===== config.mk =====
export PLATFORM = sky130hd
export DESIGN_NAME = rtc_alarm_unit
export DESIGN_NICKNAME = d
export VERILOG_FILES = /design/src/rtl/rtc_alarm_pkg.sv /design/src/rtl/rtc_alarm_field_cmp.sv /design/src/rtl/rtc_alarm_day_cmp.sv /design/src/rtl/rtc_alarm_unit.sv
export SDC_FILE = /design/constraint.sdc
export NUM_CORES = 1
export LEC_CHECK = 0
export BUFFER_PORTS_ARGS = -buffer_cell sky130_fd_sc_hd__buf_4
export CAP_MARGIN = 20
export CORE_MARGIN = 1.5
export CORE_UTILIZATION = 49
export DETAILED_ROUTE_END_ITERATION = 10
export GPL_TIMING_DRIVEN = 0
export PLACE_DENSITY_LB_ADDON = 0.12
export SKIP_CTS_REPAIR_TIMING = 1
export SLEW_MARGIN = 10
export SYNTH_ARGS = -nofsm -noshare
export SYNTH_HDL_FRONTEND = slang
export SYNTH_HIERARCHICAL = 1
export SYNTH_SLANG_ARGS = --single-unit

===== constraint.sdc =====
create_clock -name clk -period 1.85 [get_ports clk]
set_clock_uncertainty 0.1 [all_clocks]
set_input_delay 0.185 -clock clk [delete_from_list [all_inputs] [get_ports clk]]
set_output_delay 0.185 -clock clk [all_outputs]
set_load 0.01 [all_outputs]

===== src/rtl/rtc_alarm_pkg.sv =====
package rtc_alarm_pkg;
    localparam int REG_W  = 8;
    localparam int ADDR_W = 3;

    localparam logic [ADDR_W-1:0] ADDR_MIN  = 3'd0;
    localparam logic [ADDR_W-1:0] ADDR_HOUR = 3'd1;
    localparam logic [ADDR_W-1:0] ADDR_DAY  = 3'd2;
    localparam logic [ADDR_W-1:0] ADDR_CTRL = 3'd3;
    localparam logic [ADDR_W-1:0] ADDR_FLAG = 3'd4;

    typedef struct packed {
        logic [REG_W-1:0] alm_min;
        logic [REG_W-1:0] alm_hour;
        logic [REG_W-1:0] alm_day;
        logic             mode;
        logic             ie;
        logic             flag;
    } alarm_state_t;
endpackage


===== src/rtl/rtc_alarm_field_cmp.sv =====
module rtc_alarm_field_cmp #(
    parameter int VAL_W = 7
) (
    input  logic             wild,
    input  logic [VAL_W-1:0] alarm_val,
    input  logic [VAL_W-1:0] cur_val,
    output logic             ok
);
    assign ok = wild | (alarm_val == cur_val);
endmodule


===== src/rtl/rtc_alarm_day_cmp.sv =====
module rtc_alarm_day_cmp #(
    parameter int WDAY_W = 7,
    parameter int DATE_W = 6
) (
    input  logic              wild,
    input  logic              date_mode,
    input  logic [WDAY_W-1:0] alarm_val,
    input  logic [WDAY_W-1:0] cur_wday,
    input  logic [DATE_W-1:0] cur_date,
    output logic              ok
);
    logic wday_hit;
    logic date_hit;

    assign wday_hit = |(alarm_val & cur_wday);
    assign date_hit = (alarm_val[DATE_W-1:0] == cur_date);
    assign ok       = wild | (date_mode ? date_hit : wday_hit);
endmodule


===== src/rtl/rtc_alarm_unit.sv =====
module rtc_alarm_unit
    import rtc_alarm_pkg::*;
#(
    parameter int MIN_W  = 7,
    parameter int HOUR_W = 6,
    parameter int WDAY_W = 7,
    parameter int DATE_W = 6
) (
    input  logic              clk,
    input  logic              rst_n,
    input  logic              minute_tick,
    input  logic [MIN_W-1:0]  cur_min,
    input  logic [HOUR_W-1:0] cur_hour,
    input  logic [WDAY_W-1:0] cur_wday,
    input  logic [DATE_W-1:0] cur_date,
    input  logic              wr_en,
    input  logic [ADDR_W-1:0] wr_addr,
    input  logic [REG_W-1:0]  wr_data,
    input  logic [ADDR_W-1:0] rd_addr,
    output logic [REG_W-1:0]  rd_data,
    output logic              alarm_flag,
    output logic              irq_n
);
    localparam int WILD_BIT = REG_W - 1;

    alarm_state_t s_d, s_q;
    logic min_ok, hour_ok, day_ok, hit;

    rtc_alarm_field_cmp #(.VAL_W(MIN_W)) u_min_cmp (
        .wild      (s_q.alm_min[WILD_BIT]),
        .alarm_val (s_q.alm_min[MIN_W-1:0]),
        .cur_val   (cur_min),
        .ok        (min_ok)
    );

    rtc_alarm_field_cmp #(.VAL_W(HOUR_W)) u_hour_cmp (
        .wild      (s_q.alm_hour[WILD_BIT]),
        .alarm_val (s_q.alm_hour[HOUR_W-1:0]),
        .cur_val   (cur_hour),
        .ok        (hour_ok)
    );

    rtc_alarm_day_cmp #(.WDAY_W(WDAY_W), .DATE_W(DATE_W)) u_day_cmp (
        .wild      (s_q.alm_day[WILD_BIT]),
        .date_mode (s_q.mode),
        .alarm_val (s_q.alm_day[WDAY_W-1:0]),
        .cur_wday  (cur_wday),
        .cur_date  (cur_date),
        .ok        (day_ok)
    );

    assign hit = min_ok & hour_ok & day_ok;

    always_comb begin
        s_d = s_q;
        if (wr_en) begin
            case (wr_addr)
                ADDR_MIN:  s_d.alm_min  = wr_data;
                ADDR_HOUR: s_d.alm_hour = wr_data;
                ADDR_DAY:  s_d.alm_day  = wr_data;
                ADDR_CTRL: begin
                    s_d.mode = wr_data[0];
                    s_d.ie   = wr_data[1];
                end
                ADDR_FLAG: if (!wr_data[0]) s_d.flag = 1'b0;
                default: ;
            endcase
        end
        // a setting tick outranks a same-edge clear
        if (minute_tick && hit) s_d.flag = 1'b1;
    end

    always_ff @(posedge clk) begin
        if (!rst_n) s_q <= '0;
        else        s_q <= s_d;
    end

    always_comb begin
        case (rd_addr)
            ADDR_MIN:  rd_data = s_q.alm_min;
            ADDR_HOUR: rd_data = s_q.alm_hour;
            ADDR_DAY:  rd_data = s_q.alm_day;
            ADDR_CTRL: rd_data = {{(REG_W-2){1'b0}}, s_q.ie, s_q.mode};
            ADDR_FLAG: rd_data = {{(REG_W-1){1'b0}}, s_q.flag};
            default:   rd_data = '0;
        endcase
    end

    assign alarm_flag = s_q.flag;
    assign irq_n      = ~(s_q.flag & s_q.ie);
endmodule


==> flow_metrics.py, run 1 <==
metrics = {
    "status": {
        "status": "complete, no violations",
    },
    "final_layout": {
        "seqCellArea_um2": 540.5,
        "nNetsFinal": 274,
        "final_cell_mix": "buf_4, nand2_1, dfxtp_1",
        "drive_above_1_share_pct": 27.51,
        "final_common_cell": "buf_4",
        "multiInputGateArea_um2": 950.9,
        "syn_to_final_growth_pct": 29.48,
        "final.fill_count": 259,
        "n_antenna_cell": 0,
        "final_util_pct": 66.24,
    },
    "sta": {
        "worstMarginPinSlew_ns": 0.5039,
        "final-setup-viol-count": 0,
        "timing.slew.headroom_pct": 66.27,
        "fmax_mhz": 561.9,
        "min_period_ns": 1.780,
        "hold_violations": 0,
        "post-route-period-util_pct": 96.20,
        "finalSetupTns_ns": 0,
        "slew_viol_final": 0,
        "rsz0062_at_grt": "no",
    },
    "min_path": {
        "min_path_cells": 3,
        "hp-class": "in2reg",
        "worst_hold_startpoint": "wr_data[3]",
        "hold-path-endpoint": "s_q[22]$_SDFFE_PN0P_",
    },
    "run": {
        "cap_violations": 0,
    },
    "synthesis": {
        "synthFlopType": "dfxtp_1",
        "synth_top_cell_area_share_pct": 34.89,
        "synth_edf_count": 0,
        "yosys-top-cells-area": "dfxtp_1, mux2i_1, nand2_1, xor2_1, xnor2_1",
        "synthCells": 175,
        "async_reset_ff_share_pct": 0,
        "synth-seq-area-share_pct": 34.89,
        "syn_area_um2": 1549,
        "ys_types": 33,
        "syn_avg_cell_area_um2": 8.851,
        "yosysTopAreaCell": "dfxtp_1",
        "syn_nets": 219,
        "ys_warn_count": 6,
        "synth-seq-cells": 27,
    },
    "pwr": {
        "pwr-share-seq_pct": 56.5,
        "p_leak_nw": 0.8114,
        "ir_worst_vdd_mv": 0.2855,
        "swShare_pct": 25.87,
        "power.density_nw_per_um2": 534.9,
        "comb_power_share_pct": 19.6,
        "switching_power_uw": 277.6,
        "p_int_uw": 795.3,
        "clockPowerShare_pct": 23.9,
    },
    "detailed_routing": {
        "routed_via_density": 5.436,
        "drt-total-wl_mm": 4.083,
        "drtIter0Drc": 50,
        "drtPass1Iterations": 7,
        "dr_total_vias": 1484,
        "post-route-drc-count": 0,
        "ant_nets": 0,
        "post_drt_wl_per_cell_um": 14.96,
    },
    "global_route": {
        "use_met2_pct": 45.21,
        "gr-total-overflow": 0,
        "grt_max_degree": 15,
        "grt_use_met1_pct": 32.65,
        "grt_pass1_vias": 1435,
        "grt_util_met3_pct": 2.402,
        "grt_pass1_wl_mm": 6.748,
        "antenna_found_initial": 0,
        "grt_busiest_layer": "met2",
        "grt_use_total_pct": 25.26,
    },
    "floorplan": {
        "dieArea_um2": 3508,
        "pin_count": 54,
        "die_w_um": 59.23,
        "coreArea_um2": 3028,
        "die_height_um": 59.23,
        "initial_core_util_pct": 51.16,
        "rows": 20,
    },
    "worst_setup_path": {
        "setup.worst_path.end_class": "output port",
        "r2r_slack_ns": 0.20,
        "r2r-start": "s_q[7]$_SDFFE_PN0P_",
        "crit_chain": "mux4_2 -> nor2b_1 -> buf_4",
        "cp.required_ns": 1.56,
        "criticalPathCategory": "reg2out",
        "cp-start-kind": "register",
        "worst_path_largest_cell_delay_ns": 0.47,
        "r2r_end": "alarm_flag$_SDFFE_PN0P_",
        "worstPathMaxFanout": 4,
        "crit_buf_inv": 1,
        "reg2regPathDepth": 5,
        "arrival_ns": 1.49,
        "cpLargestDelayFamily": "multiplexers",
        "slowest_stage": "mux4_2",
    },
    "clock_network": {
        "cts_max_level": 1,
        "cts-buffers-inserted": 3,
        "cts_tree": "yes",
        "clock_sinks": 27,
        "clockBufferDepth": 2,
        "clockRootBuffer": "clkbuf_4",
        "clk_pin_slew_worst_paths_ns": 0.15,
        "clkLatencyLatePin_ns": 0.32,
    },
    "place": {
        "hpwl_mm": 3.225,
        "io_buffers": 50,
        "routabilityCongestion": 0.7613,
    },
}
==> cell usage after synthesis (2+ instances only) <==
| cell type | number |
|---|---|
| nor2_1 | 8 |
| o41ai_1 | 2 |
| nor2b_1 | 10 |
| xnor2_1 | 8 |
| o21ai_0 | 11 |
| nor4_1 | 2 |
| buf_4 | 2 |
| clkbuf_1 | 5 |
| xor2_1 | 11 |
| nand4_1 | 2 |
| a21boi_1 | 8 |
| buf_2 | 4 |
| mux2i_1 | 16 |
| nand2_1 | 27 |
| nand3_1 | 10 |
| dfxtp_1 | 27 |
| a2bb2oi_1 | 6 |
==> power by group through the flow <==
| stage | Sequential (mW) | Clock [mW] | Combinational (mW) |
|---|---|---|---|
| after floorplan | 0.615 | 0 | 0.100 |
| after global placement | 0.618 | 0 | 0.203 |
| after detailed placement | 0.619 | 0 | 0.209 |
| after CTS | 0.606 | 0.266 | 0.210 |
| after global routing | 0.608 | 0.287 | 0.229 |
| final | 0.606 | 0.257 | 0.210 |
==> flip-flops by register name (all words and copies together) (netlist names) <==
name / cells
s_q: 26
alarm_flag: 1
==> per-stage QoR <==
step           instance area [um2]  worst slack (ns)  hold slack (ns)  cells  power [mW]
2_1_floorplan                 1549            0.5456           0.2198    175      0.7155
5_1_grt                       2006           0.02604         0.005956    273       1.125
4_1_cts                       2006           0.06798         0.004296    273       1.082
6_report                      2006           0.07030          0.01226    273       1.073
3_5_place_dp                  1979            0.2304           0.3638    269      0.8282
3_3_place_gp                  1979            0.2488           0.3533    269      0.8218
==> worst max path at each step <==
| stage | from | end | slack (ns) | cells past startpoint |
|---|---|---|---|---|
| floorplan | s_q[3]$_SDFFE_PN0P_ | alarm_flag$_SDFFE_PN0P_ | 0.55 | 6 |
| global placement | s_q[5]$_SDFFE_PN0P_ | alarm_flag$_SDFFE_PN0P_ | 0.25 | 5 |
| detailed placement | s_q[7]$_SDFFE_PN0P_ | alarm_flag$_SDFFE_PN0P_ | 0.23 | 5 |
| CTS | s_q[4]$_SDFFE_PN0P_ | rd_data[1] | 0.07 | 3 |
| global route | s_q[4]$_SDFFE_PN0P_ | rd_data[1] | 0.03 | 3 |
| finish | s_q[4]$_SDFFE_PN0P_ | rd_data[1] | 0.07 | 3 |
==> logic make-up after synthesis <==
| kind of cell | Yosys count | share of synthesized area (%) |
|---|---|---|
| and+or+nand+nor | 64 | 21.65 |
| AOI/OAI and AO/OA | 36 | 17.21 |
| muxes | 17 | 11.79 |
| xor gates and xnor gates | 19 | 10.74 |
| buffers and inverters | 12 | 3.715 |
| DFF | 27 | 34.90 |
==> worst reg2reg max path, cell delays in order (launching register included) <==
cell,delay [ns]
dfxtp_1,0.44
xnor2_1,0.15
nand4_1,0.11
o41ai_1,0.42
nand4_1,0.18
a21boi_0,0.18
==> routing by layer <==
layer,up-vias,part of all wire (%)
li1,731,-
met1,710,45
met2,39,51
met3,4,3.8
met4,0,0.51
met5,-,0
==> cell type report <==
type	instances	share of cell area [%]
Multi-Input combinational cell	136	47.41
Sequential cell	27	26.95
Timing Repair Buffer	50	18.71
Tap cell	44	2.745
Buffer	11	2.682
Clock buffer	4	1.310
Inverter	1	0.1871
Note: power is estimated with default switching activity, not from simulation.
==> inputs of run 2 (changes only) <==
--- a/config.mk
+++ b/config.mk
@@ -12,9 +12,9 @@
 export DETAILED_ROUTE_END_ITERATION = 10
 export GPL_TIMING_DRIVEN = 0
 export PLACE_DENSITY_LB_ADDON = 0.12
+export SETUP_SLACK_MARGIN = 0.02
 export SKIP_CTS_REPAIR_TIMING = 1
 export SLEW_MARGIN = 10
 export SYNTH_ARGS = -nofsm -noshare
 export SYNTH_HDL_FRONTEND = slang
-export SYNTH_HIERARCHICAL = 1
 export SYNTH_SLANG_ARGS = --single-unit
==> flow_metrics.py, run 2 <==
metrics = {
    "floorplan": {
        "dieArea_um2": 3465,
        "rows": 20,
        "die_w_um": 58.86,
        "pin_count": 54,
        "coreArea_um2": 3003,
        "initial_core_util_pct": 50.92,
        "die_height_um": 58.86,
    },
    "worst_setup_path": {
        "setup.worst_path.end_class": "output port",
        "worstPathMaxFanout": 3,
        "r2r-start": "s_q[6]$_SDFFE_PN0P_",
        "r2r_slack_ns": 0.34,
        "cp.required_ns": 1.56,
        "r2r_end": "alarm_flag$_SDFFE_PN0P_",
        "reg2regPathDepth": 4,
        "cp-start-kind": "register",
        "criticalPathCategory": "reg2out",
        "arrival_ns": 1.46,
    },
    "status": {
        "status": "complete, no violations",
    },
    "clock_network": {
        "cts_tree": "yes",
        "clk_pin_slew_worst_paths_ns": 0.16,
        "clockRootBuffer": "clkbuf_4",
        "cts-buffers-inserted": 3,
        "clockBufferDepth": 2,
        "clkLatencyLatePin_ns": 0.34,
        "clock_sinks": 27,
        "cts_max_level": 1,
    },
    "min_path": {
        "hp-class": "in2reg",
        "hold-path-endpoint": "s_q[9]$_SDFFE_PN0P_",
        "worst_hold_startpoint": "wr_data[6]",
        "min_path_cells": 3,
    },
    "detailed_routing": {
        "routed_via_density": 5.390,
        "drt-total-wl_mm": 3.996,
        "drtIter0Drc": 45,
        "post-route-drc-count": 0,
        "ant_nets": 0,
        "drtPass1Iterations": 4,
        "dr_total_vias": 1439,
        "post_drt_wl_per_cell_um": 14.97,
    },
    "pwr": {
        "swShare_pct": 27.11,
        "switching_power_uw": 292.0,
        "power.density_nw_per_um2": 546.0,
        "p_leak_nw": 0.8253,
        "comb_power_share_pct": 18.4,
        "clockPowerShare_pct": 25.4,
        "ir_worst_vdd_mv": 0.3360,
        "p_total_mw": 1.077,
        "pwr-share-seq_pct": 56.2,
        "p_int_uw": 785.3,
    },
    "sta": {
        "min_period_ns": 1.740,
        "rsz0062_at_grt": "no",
        "holdWs_ns": 0.002201,
        "timing.slew.headroom_pct": 69.44,
        "post-route-period-util_pct": 94.06,
        "finalSetupTns_ns": 0,
        "slew_viol_final": 0,
        "fmax_mhz": 574.6,
        "worstMarginPinSlew_ns": 0.4584,
        "final-setup-viol-count": 0,
        "hold_violations": 0,
    },
    "synthesis": {
        "synthTopCellsByCount": "nand2_1, dfxtp_1, mux2i_1, a21boi_0, nor2_1",
        "syn_avg_cell_area_um2": 8.494,
        "synthCells": 180,
        "async_reset_ff_share_pct": 0,
        "syn_nets": 224,
        "synth_top_cell_area_share_pct": 35.35,
        "synth-seq-area-share_pct": 35.35,
        "ys_warn_count": 0,
        "synth-seq-cells": 27,
        "yosysTopAreaCell": "dfxtp_1",
        "yosys-top-cells-area": "dfxtp_1, mux2i_1, nand2_1, a21boi_0, xor2_1",
        "synth_edf_count": 0,
        "syn_area_um2": 1529,
        "synth_most_common_cell": "nand2_1",
        "synthFlopType": "dfxtp_1",
        "ys_types": 30,
    },
    "final_layout": {
        "final_common_cell": "buf_4",
        "top_register": "s_q",
        "final_cell_mix": "buf_4, nand2_1, dfxtp_1",
        "syn_to_final_growth_pct": 29.05,
        "largest_reg_flops": 26,
        "drive_above_1_share_pct": 26.07,
        "final_util_pct": 65.71,
        "nNetsFinal": 279,
        "n_antenna_cell": 0,
    },
    "place": {
        "routabilityCongestion": 0.7900,
        "hpwl_mm": 3.124,
        "io_buffers": 50,
    },
    "global_route": {
        "grt_max_degree": 16,
        "grt_use_total_pct": 24.28,
        "grt_pass1_wl_mm": 6.327,
        "gr-total-overflow": 0,
        "grt_pass1_vias": 1362,
        "antenna_found_initial": 0,
    },
    "run": {
        "cap_violations": 0,
    },
}
==> run 2: cell types whose count changed after synthesis, sizes merged, moves of 5 or more <==
| cell | before | now |
|---|---|---|
| a21oi | 1 | 6 |
| a2bb2oi | 6 | 0 |
| a21boi | 9 | 16 |
| o21ai | 11 | 1 |
| nand3 | 10 | 2 |
| nand2 | 27 | 36 |
| nor2 | 8 | 13 |
==> run 2: how the worst max path moves through the flow <==
stage,startpoint,end,slack (ns),depth (start not counted)
finish,s_q[12]$_SDFFE_PN0P_,rd_data[1],0.11,3
global route,s_q[12]$_SDFFE_PN0P_,rd_data[1],0.06,3
CTS,s_q[12]$_SDFFE_PN0P_,rd_data[1],0.12,3
detailed placement,wr_addr[2],s_q[11]$_SDFFE_PN0P_,0.33,6
global placement,s_q[6]$_SDFFE_PN0P_,alarm_flag$_SDFFE_PN0P_,0.35,4
floorplan,s_q[7]$_SDFFE_PN0P_,alarm_flag$_SDFFE_PN0P_,0.52,4
==> run 2: layer usage <==
| layer | routed length (um) | vias to the layer above | GRT usage [%] | part of all wire [%] |
|---|---|---|---|---|
| met2 | 1801 | 54 | 39.68 | 45 |
| met5 | 0 | - | 0 | 0 |
| met1 | 1939 | 649 | 33.24 | 49 |
| li1 | - | 725 | - | - |
| met4 | 75 | 0 | 8.117 | 1.9 |
| met3 | 180 | 11 | 2.857 | 4.5 |
==> run 2: power groups by stage <==
| stage | registers (mW) | logic [mW] | clock network, mW |
|---|---|---|---|
| after global routing | 0.608 | 0.215 | 0.290 |
| after global placement | 0.617 | 0.192 | 0 |
| after floorplan | 0.615 | 0.0923 | 0 |
| final | 0.606 | 0.198 | 0.274 |
| after CTS | 0.605 | 0.198 | 0.268 |
| after detailed placement | 0.618 | 0.197 | 0 |
==> run 2: stage by stage <==
| stage | worst slack (ns) | instances | cell area, um2 |
|---|---|---|---|
| 3_5_place_dp | 0.3251 | 263 | 1946 |
| 6_report | 0.1098 | 267 | 1973 |
| 5_1_grt | 0.06457 | 267 | 1973 |
| 2_1_floorplan | 0.5191 | 180 | 1529 |
| 4_1_cts | 0.1191 | 267 | 1973 |
| 3_3_place_gp | 0.3517 | 263 | 1946 |
==> run 2: area by class of cell <==
class / count / area, um2
multi-input combinational: 144 / 948.4
fill: 263 / 1030
sequential: 27 / 540.5
clock buffer: 3 / 22.52
buffer: 9 / 40.04
timing repair buffer: 50 / 375.4
tap: 33 / 41.29
clock inverter: 1 / 5.005
==> run 2: cells by family after synthesis <==
group           count (synthesis)  synth area share, %
flops                          27                35.35
buf+inv                         9                2.618
xor+xnor                       19                10.88
simple gates                   73                22.75
mux                            19                13.26
compound gates                 33                15.14
==> run 2: worst max-delay path: stages (launching register included) <==
cell and delay (ns):
dfxtp_1 0.38, mux4_2 0.46, nor2b_1 0.14, buf_4 0.15
==> inputs of run 3 (changes only) <==
--- a/config.mk
+++ b/config.mk
@@ -8,7 +8,7 @@
 export BUFFER_PORTS_ARGS = -buffer_cell sky130_fd_sc_hd__buf_4
 export CAP_MARGIN = 20
 export CORE_MARGIN = 1.5
-export CORE_UTILIZATION = 49
+export CORE_UTILIZATION = 47
 export DETAILED_ROUTE_END_ITERATION = 10
 export GPL_TIMING_DRIVEN = 0
 export PLACE_DENSITY_LB_ADDON = 0.12
==> flow_metrics.py, run 3 (synthesized netlist as in run 2, its figures left out) <==
metrics = {
    "min_path": {
        "hold-path-endpoint": "s_q[25]$_SDFFE_PN0P_",
        "hp-class": "in2reg",
        "worst_hold_startpoint": "wr_data[6]",
        "min_path_cells": 3,
    },
    "sta": {
        "min_period_ns": 1.745,
        "worstMarginPinSlew_ns": 0.4408,
        "rsz0062_at_grt": "no",
        "slew_viol_final": 0,
        "post-route-period-util_pct": 94.34,
        "fmax_mhz": 573.0,
        "finalSetupTns_ns": 0,
        "hold_violations": 0,
        "timing.slew.headroom_pct": 70.61,
        "final-setup-viol-count": 0,
    },
    "place": {
        "post_dp_cell_area_um2": 1959,
        "hpwl_mm": 3.129,
        "io_buffers": 50,
        "routabilityCongestion": 0.8493,
    },
    "detailed_routing": {
        "routed_via_density": 5.190,
        "dr_total_vias": 1448,
        "post_drt_wl_per_cell_um": 14.17,
        "drt-total-wl_mm": 3.954,
        "ant_nets": 0,
        "drtPass1Iterations": 4,
        "drtIter0Drc": 69,
        "post-route-drc-count": 0,
    },
    "clock_network": {
        "clk_pin_slew_worst_paths_ns": 0.15,
        "clockBufferDepth": 2,
        "cts-buffers-inserted": 3,
        "clkLatencyLatePin_ns": 0.33,
        "cts_max_level": 1,
        "clock_sinks": 27,
        "cts_tree": "yes",
        "clockRootBuffer": "clkbuf_4",
    },
    "final_layout": {
        "drive_above_1_share_pct": 25.96,
        "final_common_cell": "buf_4",
        "fin_area_um2": 1997,
        "nNetsFinal": 280,
        "top_register": "s_q",
        "n_antenna_cell": 0,
        "largest_reg_flops": 26,
        "final_cell_mix": "buf_4, nand2_1, dfxtp_1",
        "syn_to_final_growth_pct": 30.61,
    },
    "floorplan": {
        "die_height_um": 60.04,
        "coreArea_um2": 3078,
        "die_w_um": 60.04,
        "pin_count": 54,
        "initial_core_util_pct": 49.67,
        "rows": 20,
        "dieArea_um2": 3604,
    },
    "global_route": {
        "grt_pass1_wl_mm": 6.223,
        "grt_max_degree": 16,
        "grt_pass1_vias": 1329,
        "antenna_found_initial": 0,
        "grt_use_total_pct": 23.66,
        "gr-total-overflow": 0,
    },
    "worst_setup_path": {
        "r2r_end": "alarm_flag$_SDFFE_PN0P_",
        "reg2regPathDepth": 4,
        "r2r-start": "s_q[6]$_SDFFE_PN0P_",
        "cp-start-kind": "register",
        "worstPathMaxFanout": 4,
        "startpoint": "s_q[4]$_SDFFE_PN0P_",
        "cp.required_ns": 1.56,
        "criticalPathCategory": "reg2out",
        "setup.worst_path.end_class": "output port",
        "r2r_slack_ns": 0.29,
        "arrival_ns": 1.46,
    },
    "status": {
        "status": "complete, no violations",
    },
    "pwr": {
        "power.density_nw_per_um2": 535.9,
        "ir_worst_vdd_mv": 0.3478,
        "p_leak_nw": 0.8295,
    },
    "run": {
        "cap_violations": 0,
    },
}
-- run 3: cell count changes in the layout (fill, tap and decap cells not counted), sizes merged --
cell,delta
dlygate4sd3,+1
-- run 3: how the worst max path moves through the flow --
stage                                    to  slack, ns  cells after the start
floorplan           alarm_flag$_SDFFE_PN0P_       0.52                      4
global placement                 rd_data[7]       0.34                      6
detailed placement  alarm_flag$_SDFFE_PN0P_       0.31                      4
CTS                              rd_data[1]       0.10                      3
global route                     rd_data[1]       0.06                      3
finish                           rd_data[1]       0.10                      3
-- run 3: area by class of cell --
type / count / area, um2
Buffer: 9 / 40.04
Clock buffer: 3 / 22.52
Clock inverter: 1 / 5.005
Fill cell: 273 / 1081
Multi-Input combinational cell: 144 / 948.4
Sequential cell: 27 / 540.5
Tap cell: 44 / 55.05
Timing Repair Buffer: 51 / 385.4
-- run 3: metrics by stage --
step | hold slack, ns | setup WS, ns | std cells | power [mW] | utilization, %
after floorplan | 0.2299 | 0.5191 | 180 | 0.7071 | -
after global placement | 0.3635 | 0.3387 | 274 | 0.8110 | 63.66
after detailed placement | 0.3659 | 0.3070 | 274 | 0.8151 | 63.66
after CTS | -0.002980 | 0.1003 | 278 | 1.071 | 64.55
after global routing | 0.002168 | 0.06398 | 279 | 1.114 | 64.88
final | 0.01078 | 0.1048 | 279 | 1.070 | 64.88
-- run 3: worst max-delay path, stage by stage, from the launching register on --
cell     delay (ns)
dfxtp_1        0.38
mux4_2         0.45
nor2b_1        0.15
buf_4          0.16
-- run 3: power by group --
part / leakage [nW] / switching (mW) / internal (mW)
Sequential: 0.218 / 0.0115 / 0.594
Clock: 0.0177 / 0.185 / 0.0815
Combinational: 0.593 / 0.0875 / 0.111
-- run 3: routing by layer --
metal  global-route usage, %  part of all wire (%)  vias to the layer above
met5                       0                     0                        -
met4                   8.571                   1.3                        0
met3                   3.680                   6.9                        5
met1                   32.01                    45                      653
li1                        -                     -                      727
met2                   37.89                    47                       63
